[config.mk]
export PLATFORM = sky130hd
export DESIGN_NAME = rs_station
export DESIGN_NICKNAME = d
export VERILOG_FILES = /design/src/rtl/rs_pkg.sv /design/src/rtl/rs_free_pick.sv /design/src/rtl/rs_age_pick.sv /design/src/rtl/rs_station.sv
export SDC_FILE = /design/constraint.sdc
export NUM_CORES = 1
export LEC_CHECK = 0
export ABC_AREA = 1
export BUFFER_PORTS_ARGS = -buffer_cell sky130_fd_sc_hd__buf_2
export CORE_UTILIZATION = 50
export DETAILED_ROUTE_END_ITERATION = 8
export HOLD_SLACK_MARGIN = 0.12
export MAX_ROUTING_LAYER = met4
export PLACE_DENSITY = 0.79
export SYNTH_ARGS = -nofsm -noshare
export SYNTH_HDL_FRONTEND = slang
export SYNTH_HIERARCHICAL = 1
export SYNTH_SLANG_ARGS = --single-unit
[constraint.sdc]
create_clock -name clk -period 4.6 [get_ports clk]
set_input_delay 1.15 -clock clk [delete_from_list [all_inputs] [get_ports clk]]
set_output_delay 1.15 -clock clk [all_outputs]
set_load 0.05 [all_outputs]
[src/rtl/rs_pkg.sv]
package rs_pkg;
    parameter int ENTRIES = 4;
    parameter int TAG_W = 4;
    parameter int DATA_W = 16;
    parameter int OP_W = 4;
    parameter int STN_ID = 2;
    localparam int IDX_W = $clog2(ENTRIES);
    localparam int STN_W = TAG_W - IDX_W;

    typedef struct packed {
        logic              rdy;
        logic [TAG_W-1:0]  tag;
        logic [DATA_W-1:0] val;
    } opnd_t;

    typedef struct packed {
        logic            busy;
        logic [OP_W-1:0] op;
        opnd_t           a;
        opnd_t           b;
    } slot_t;

    typedef struct packed {
        slot_t [ENTRIES-1:0]               slot;
        // older[i][j] set: slot i was issued before slot j
        logic  [ENTRIES-1:0][ENTRIES-1:0]  older;
    } state_t;

    // Capture a broadcast into a waiting operand on a tag match
    function automatic opnd_t snoop(opnd_t o, logic v, logic [TAG_W-1:0] t,
                                    logic [DATA_W-1:0] d);
        opnd_t r;
        r = o;
        if (!o.rdy && v && (o.tag == t)) begin
            r.rdy = 1'b1;
            r.val = d;
        end
        return r;
    endfunction
endpackage

[src/rtl/rs_free_pick.sv]
module rs_free_pick #(
    parameter int N = 4,
    parameter int W = 2
) (
    input  logic [N-1:0] busy,
    output logic         found,
    output logic [W-1:0] idx
);
    always_comb begin
        found = 1'b0;
        idx   = '0;
        for (int i = N - 1; i >= 0; i--) begin
            if (!busy[i]) begin
                found = 1'b1;
                idx   = W'(i);
            end
        end
    end
endmodule

[src/rtl/rs_age_pick.sv]
module rs_age_pick #(
    parameter int N = 4,
    parameter int W = 2
) (
    input  logic [N-1:0]        ready,
    input  logic [N-1:0][N-1:0] older,
    output logic                found,
    output logic [W-1:0]        idx
);
    logic [N-1:0] win;

    for (genvar g = 0; g < N; g++) begin : g_win
        logic [N-1:0] col;
        for (genvar h = 0; h < N; h++) begin : g_bit
            if (h == g) begin : g_self
                assign col[h] = 1'b0;
            end else begin : g_other
                assign col[h] = older[h][g];
            end
        end
        assign win[g] = ready[g] & ~|(ready & col);
    end

    always_comb begin
        found = |ready;
        idx   = '0;
        for (int i = N - 1; i >= 0; i--) begin
            if (win[i]) idx = W'(i);
        end
    end
endmodule

[src/rtl/rs_station.sv]
module rs_station
    import rs_pkg::*;
(
    input  logic              clk,
    input  logic              rst,
    input  logic              iss_valid,
    input  logic [OP_W-1:0]   iss_op,
    input  logic              iss_a_rdy,
    input  logic [TAG_W-1:0]  iss_a_tag,
    input  logic [DATA_W-1:0] iss_a_val,
    input  logic              iss_b_rdy,
    input  logic [TAG_W-1:0]  iss_b_tag,
    input  logic [DATA_W-1:0] iss_b_val,
    output logic [TAG_W-1:0]  iss_tag,
    output logic              full,
    input  logic              bc_valid,
    input  logic [TAG_W-1:0]  bc_tag,
    input  logic [DATA_W-1:0] bc_val,
    output logic              dsp_valid,
    output logic [OP_W-1:0]   dsp_op,
    output logic [DATA_W-1:0] dsp_a,
    output logic [DATA_W-1:0] dsp_b,
    output logic [TAG_W-1:0]  dsp_tag
);
    localparam logic [STN_W-1:0] STN_BITS = STN_W'(STN_ID);

    state_t st_q, st_d;

    logic [ENTRIES-1:0] busy_q_vec;
    logic [ENTRIES-1:0] ready_q_vec;
    logic               have_free;
    logic [IDX_W-1:0]   free_idx;
    logic               dsp_found;
    logic [IDX_W-1:0]   dsp_idx;

    for (genvar g = 0; g < ENTRIES; g++) begin : g_flags
        assign busy_q_vec[g]  = st_q.slot[g].busy;
        assign ready_q_vec[g] = st_q.slot[g].busy & st_q.slot[g].a.rdy
                              & st_q.slot[g].b.rdy;
    end

    rs_free_pick #(.N(ENTRIES), .W(IDX_W)) u_free (
        .busy  (busy_q_vec),
        .found (have_free),
        .idx   (free_idx)
    );

    rs_age_pick #(.N(ENTRIES), .W(IDX_W)) u_age (
        .ready (ready_q_vec),
        .older (st_q.older),
        .found (dsp_found),
        .idx   (dsp_idx)
    );

    always_comb begin
        st_d = st_q;
        // wakeup of stored operands
        for (int i = 0; i < ENTRIES; i++) begin
            if (st_q.slot[i].busy) begin
                st_d.slot[i].a = snoop(st_q.slot[i].a, bc_valid, bc_tag, bc_val);
                st_d.slot[i].b = snoop(st_q.slot[i].b, bc_valid, bc_tag, bc_val);
            end
        end
        // release on dispatch
        if (dsp_found) begin
            st_d.slot[dsp_idx].busy = 1'b0;
        end
        // accept issue into lowest empty slot, snooping the bus at the same edge
        if (iss_valid && have_free) begin
            st_d.slot[free_idx].busy = 1'b1;
            st_d.slot[free_idx].op   = iss_op;
            st_d.slot[free_idx].a    = snoop({iss_a_rdy, iss_a_tag, iss_a_val},
                                             bc_valid, bc_tag, bc_val);
            st_d.slot[free_idx].b    = snoop({iss_b_rdy, iss_b_tag, iss_b_val},
                                             bc_valid, bc_tag, bc_val);
            for (int j = 0; j < ENTRIES; j++) begin
                st_d.older[j][free_idx] = busy_q_vec[j];
                st_d.older[free_idx][j] = 1'b0;
            end
        end
    end

    always_ff @(posedge clk) begin
        if (rst) begin
            st_q <= '0;
        end else begin
            st_q <= st_d;
        end
    end

    assign full      = ~have_free;
    assign iss_tag   = {STN_BITS, free_idx};
    assign dsp_valid = dsp_found;
    assign dsp_op    = st_q.slot[dsp_idx].op;
    assign dsp_a     = st_q.slot[dsp_idx].a.val;
    assign dsp_b     = st_q.slot[dsp_idx].b.val;
    assign dsp_tag   = {STN_BITS, dsp_idx};
endmodule

Yosys cells after proc, flatten, opt, wreduce, memory -nomap -nowiden
Cells that the tools add are included.
Storage, ports and cells
  flip-flop bits (word level): 204
  input port bits: 70
  word-level logic and storage cells: 190
Operators by class
  magnitude comparators: 4
  eq/ne operators: 10
  muxes and demuxes: 73
  bitwise gates (word level): 25
  reduce and logical (&&, ||, !) cells: 42
Operators by type and width (count)
  $bwmux 188: 5
  $demux 47 s2: 5
  $mux 42: 5
  $mux 204: 1
  $mux 16: 12
  $mux 188: 1
  $bmux 47 s2: 1
  $mux 47: 2
  $mux 46: 2
  $and 16x16->16: 4
  $not 16->16: 4
  $eq 4x4->1: 10
  $demux 4 s2: 4
  $logic_and 1x1->1: 23
  $mux 21: 1
  $reduce_or 4->1: 5
  $mux 1: 18
  $mux 2: 9
  $bwmux 4: 4
  $logic_not 1->1: 14
  $and 1x1->1: 12
  $and 4x4->4: 3
  $lt 2x3->1 const B: 2
  $and 4x3->4: 1
  5 further kinds: 6

Logic depth before layout (Yosys ltp)
  depth in word-level cells: 21
  gate-level depth with buffers: 13
  depth with buffers taken out: 13

Hierarchy
Netlist, hierarchy kept.
By module, submodules not included
  rs_station: instances 1, cells each 1655, area an instance 11681.2 um^2, seq. area each 4083.9 um^2
  rs_age_pick: instances 1, cells each 30, area an instance 126.4 um^2, seq. area each 0.0 um^2
  rs_free_pick: instances 1, cells each 9, area an instance 36.3 um^2, seq. area each 0.0 um^2

Worst setup path before layout
No wires, ideal clock.
  kind: register to output
  start point: reg st_q, in the netlist busy_q_vec[0]
  end point: out dsp_a[14]
  data arrival time: 3.588 ns
  slack: -0.138 ns
  cell stages (with the launch flop): 11
  cells stage by stage: dfxtp_1 -> inv_1 -> nor3_1 -> a21oi_1 -> nand3_1 -> nand2_1 -> nor2_1 -> clkbuf_1 -> nand2_1 -> clkbuf_1 -> o21ai_0
On the way
  longest elaborated chain between the ends: 12
  elaborated cells on any way between the ends: 24
RTL lines
  from (decl): line rs_station.sv:27  | state_t st_q, st_d;
  from (signal assigned): line rs_station.sv:87  | st_q <= st_d;
  $and 1x1->1 (*): line rs_station.sv:38  | assign ready_q_vec[g] = st_q.slot[g].busy & st_q.slot[g].a.rdy
  $and 1x1->1 (*): line rs_station.sv:39  | & st_q.slot[g].b.rdy;
  net ready_q_vec[0]: line rs_station.sv:30  | logic [ENTRIES-1:0] ready_q_vec;
  $and 4x3->4: line rs_age_pick.sv:21  | assign win[g] = ready[g] & ~|(ready & col);
  $reduce_or 4->1: line rs_age_pick.sv:21
  $logic_not 1->1: line rs_age_pick.sv:21
  $and 1x1->1: line rs_age_pick.sv:21
  $mux 2 (3 in a row): line rs_age_pick.sv:28  | if (win[i]) idx = W'(i);
  $mux 2 (*): line rs_age_pick.sv:28
  net dsp_tag[1]: line rs_station.sv:23  | output logic [TAG_W-1:0] dsp_tag
  $bmux 47 s2 (*): line rs_station.sv:95  | assign dsp_a = st_q.slot[dsp_idx].a.val;
  $mux 46 (*)
  to (decl): line rs_station.sv:21  | output logic [DATA_W-1:0] dsp_a,
The timed path passes the listed nets; every way through them passes the cells marked *. The select of a mux whose other input is x is not followed.

Final worst setup path
  start point: reg st_q, in the netlist busy_q_vec[2]
  end point: out dsp_b[13]
On the way
  longest elaborated chain between the ends: 12
  elaborated cells on any way between the ends: 24
RTL lines
  $and 1x1->1 (*): line rs_station.sv:38
  $and 1x1->1 (*): line rs_station.sv:39
  net ready_q_vec[2]: line rs_station.sv:30
  $and 4x3->4: line rs_age_pick.sv:21
  $reduce_or 4->1: line rs_age_pick.sv:21
  $logic_not 1->1: line rs_age_pick.sv:21
  $and 1x1->1: line rs_age_pick.sv:21
  $mux 2 (3 in a row): line rs_age_pick.sv:28
  $mux 2 (*): line rs_age_pick.sv:28
  $bmux 47 s2 (*): line rs_station.sv:96  | assign dsp_b = st_q.slot[dsp_idx].b.val;
  $mux 46 (not written as such) (*): line rs_station.sv:96
  to (decl): line rs_station.sv:22  | output logic [DATA_W-1:0] dsp_b,
Marked as above.

==> impl_results.md <==
- GP Congestion: 0.9426
- Avg WL per Cell: 19.10 um
- Post-CTS Repair Setup Buffers: 0
- Vias: 12393
- Vias/cell: ~6.0
- Total CTS buffers: 17
- CTS tree: built
- Slew headroom: 0.3513
- Skew final: 0.01430 ns
- Io pins: 116
- DIE HEIGHT: ~160 um
- Drt total wl: 39510 um
- Outcome: completed
- VDD IR max: 0.2708 mV
- Clock root cell: clkbuf_16
- Worst-skew pair later-pin latency: 0.46 ns
- Crit. Startpoint: busy_q_vec[2]
- Starting Density: 0.5136
- Vias in the first global route: roughly 12000
- Crit share post-route: 0.9535
- Mean Syn Cell Area: 6.976 sq um
- Fmax: 228.0 MHz
- CP Class: flip-flop to primary output
- CP max stage delay: 0.47 ns
- PD cells: 317.1 mW/mm^2
- Register Area: 0.004004 sq mm
- CP arrival: 3.24 ns
- DRC Markers: 0
- WP buf/inv: 5
- Setup violators final: 0
- CP Launch Type: flip-flop
- Port Buf Inserts: 111
- Setup crit end kind: primary output
- Crit Path Max Fanout: 15
- Core area: 0.02285 sq mm
- R2R cell count: 10
- Syn Inst Count: ~1700
- Worst-path cell chain: inv_1 -> nor3_2 -> inv_1 -> a21oi_1 -> a21oi_1 -> nor2_1 -> buf_4 -> nand2_1 -> buf_4 -> o221ai_1 -> buf_2
- Area Growth Syn to Fin: 10.06%
- First-pass GRT wire length: 62180 um
- Initial antenna violation count: 1
- FP Rows: 55
- CTS clk-pin slew, worst paths: 0.07 ns
- Footprint of the multi-input gates: 0.006205 sq mm
- 1st-pass router iterations: 8
- Tmin final: 4.386 ns
- Filler Cell Count: 2180
- Worst-Margin Slew: around 0.97 ns
- Hold Crit Class: flip-flop to flip-flop
- Overflow after GRT: 0
- Leak pwr: 6.117 nW
- Antenna Nets Post-Route: 0
- Total die area: 0.02408 sq mm
- WP depth: 11
- Crit-path slowest cell: dfxtp_1
- Final HPWL from detailed placement: 25830 um
- Overall Global Routing Usage: 0.3419
- Hold Buf Count CTS: 0
- Fin cells: 2069
- Final Max Tran Viols: 0
- Placed cell count: 2036
- CTS resizes: 0
- Largest net degree at the start of global routing: 37
- H-tree levels: 4
- Initial DRC count: 1456
- Clock Path Buffers: 2
- Clock Sinks: 200
- Chip width: 155.2 um
- Final core utilization: 0.5652
- Total Nets Final: approximately 1800
- Final Hold Fails: 0
- Post-Synthesis Cell Area: 0.01173 sq mm
- Synth warn: 6
- Hold path depth: 2
- Layout cell share with drive strength beyond 1: 0.1550
- Max cap viols: 0
- Crit path max-delay family: buffers and inverters
- RR Startpoint: busy_q_vec[2]
- Critical Path RT: 3.45 ns
- Hold Crit Start: st_q[3]
- Hold WS: 0.4550 ns
-- cells in the final DEF, fill, tap and decap left out, drive strengths merged --
cell type / count
nor3: 4
nand4: 161
o211ai: 3
clkinv: 21
buf: 134
diode: 1
nand2: 464
conb: 4
inv: 250
o21ai: 37
dfxtp: 200
nor2: 42
a21oi: 28
a22oi: 35
clkbuf: 19
a211oi: 2
clkinvlp: 2
bufinv: 1
nand3: 281
o221ai: 32
xnor2: 8
o22ai: 27
-- stage by stage --
step	power [mW]	TNS (ns)	instance area [sq um]	setup WS, ns
global placement	2.560	0	12300	0.5972
CTS	4.070	0	12890	0.01571
global route	4.220	-0.01191	12910	-0.01191
floorplan	2.380	0	11740	0.04409
finish	4.095	0	12910	0.2137
detailed placement	2.569	0	12300	0.5028
-- report_power, final --
part / internal, mW / switching, mW / leakage (nW)
clock network: 0.793 / 0.750 / 0.285
logic: 0.178 / 0.533 / 4.21
registers: 1.80 / 0.0448 / 1.62
total: 2.77 / 1.33 / 6.12
-- metal layers --
layer | vias up | GRT usage | routed length (um)
met5 | - | - | 0
met4 | 0 | 0.1615 | 1526
met3 | 116 | 0.07409 | 4511
met2 | 780 | 0.5148 | 17520
met1 | 5730 | 0.4364 | 15950
li1 | 5767 | - | -
-- worst reg2reg max path: stages, from the launching register on --
cell     delay (ns)
dfxtp_1        0.47
nand2_1        0.09
inv_1          0.10
nand3_1        0.13
nand2_1        0.18
nor2_2         0.09
nand2_1        0.45
nand2_1        0.39
inv_2          0.74
nand3_1        0.18
nand2_1        0.09
-- layout make-up --
type                       instances  area share
multi-input combinational       1128      0.4805
sequential                       200      0.3100
inverter                         261     0.07586
timing repair buffer             134     0.05765
clock buffer                      19     0.03507
tap                              313     0.03033
clock inverter                    13     0.01037
antenna                            1   0.0001938
-- flip-flops by register name, summed over array words and instances (netlist names) --
register and cells:
busy_q_vec 4, st_q 196
-- worst paths after layout --
check	slack [ns]	to
setup / recovery	0.21	dsp_b[13]
hold / removal	0.46	st_q[3]
hold reg to reg	0.46	st_q[3]
setup reg to reg	1.63	st_q[111]
Note: power is estimated with default switching activity, not from simulation.
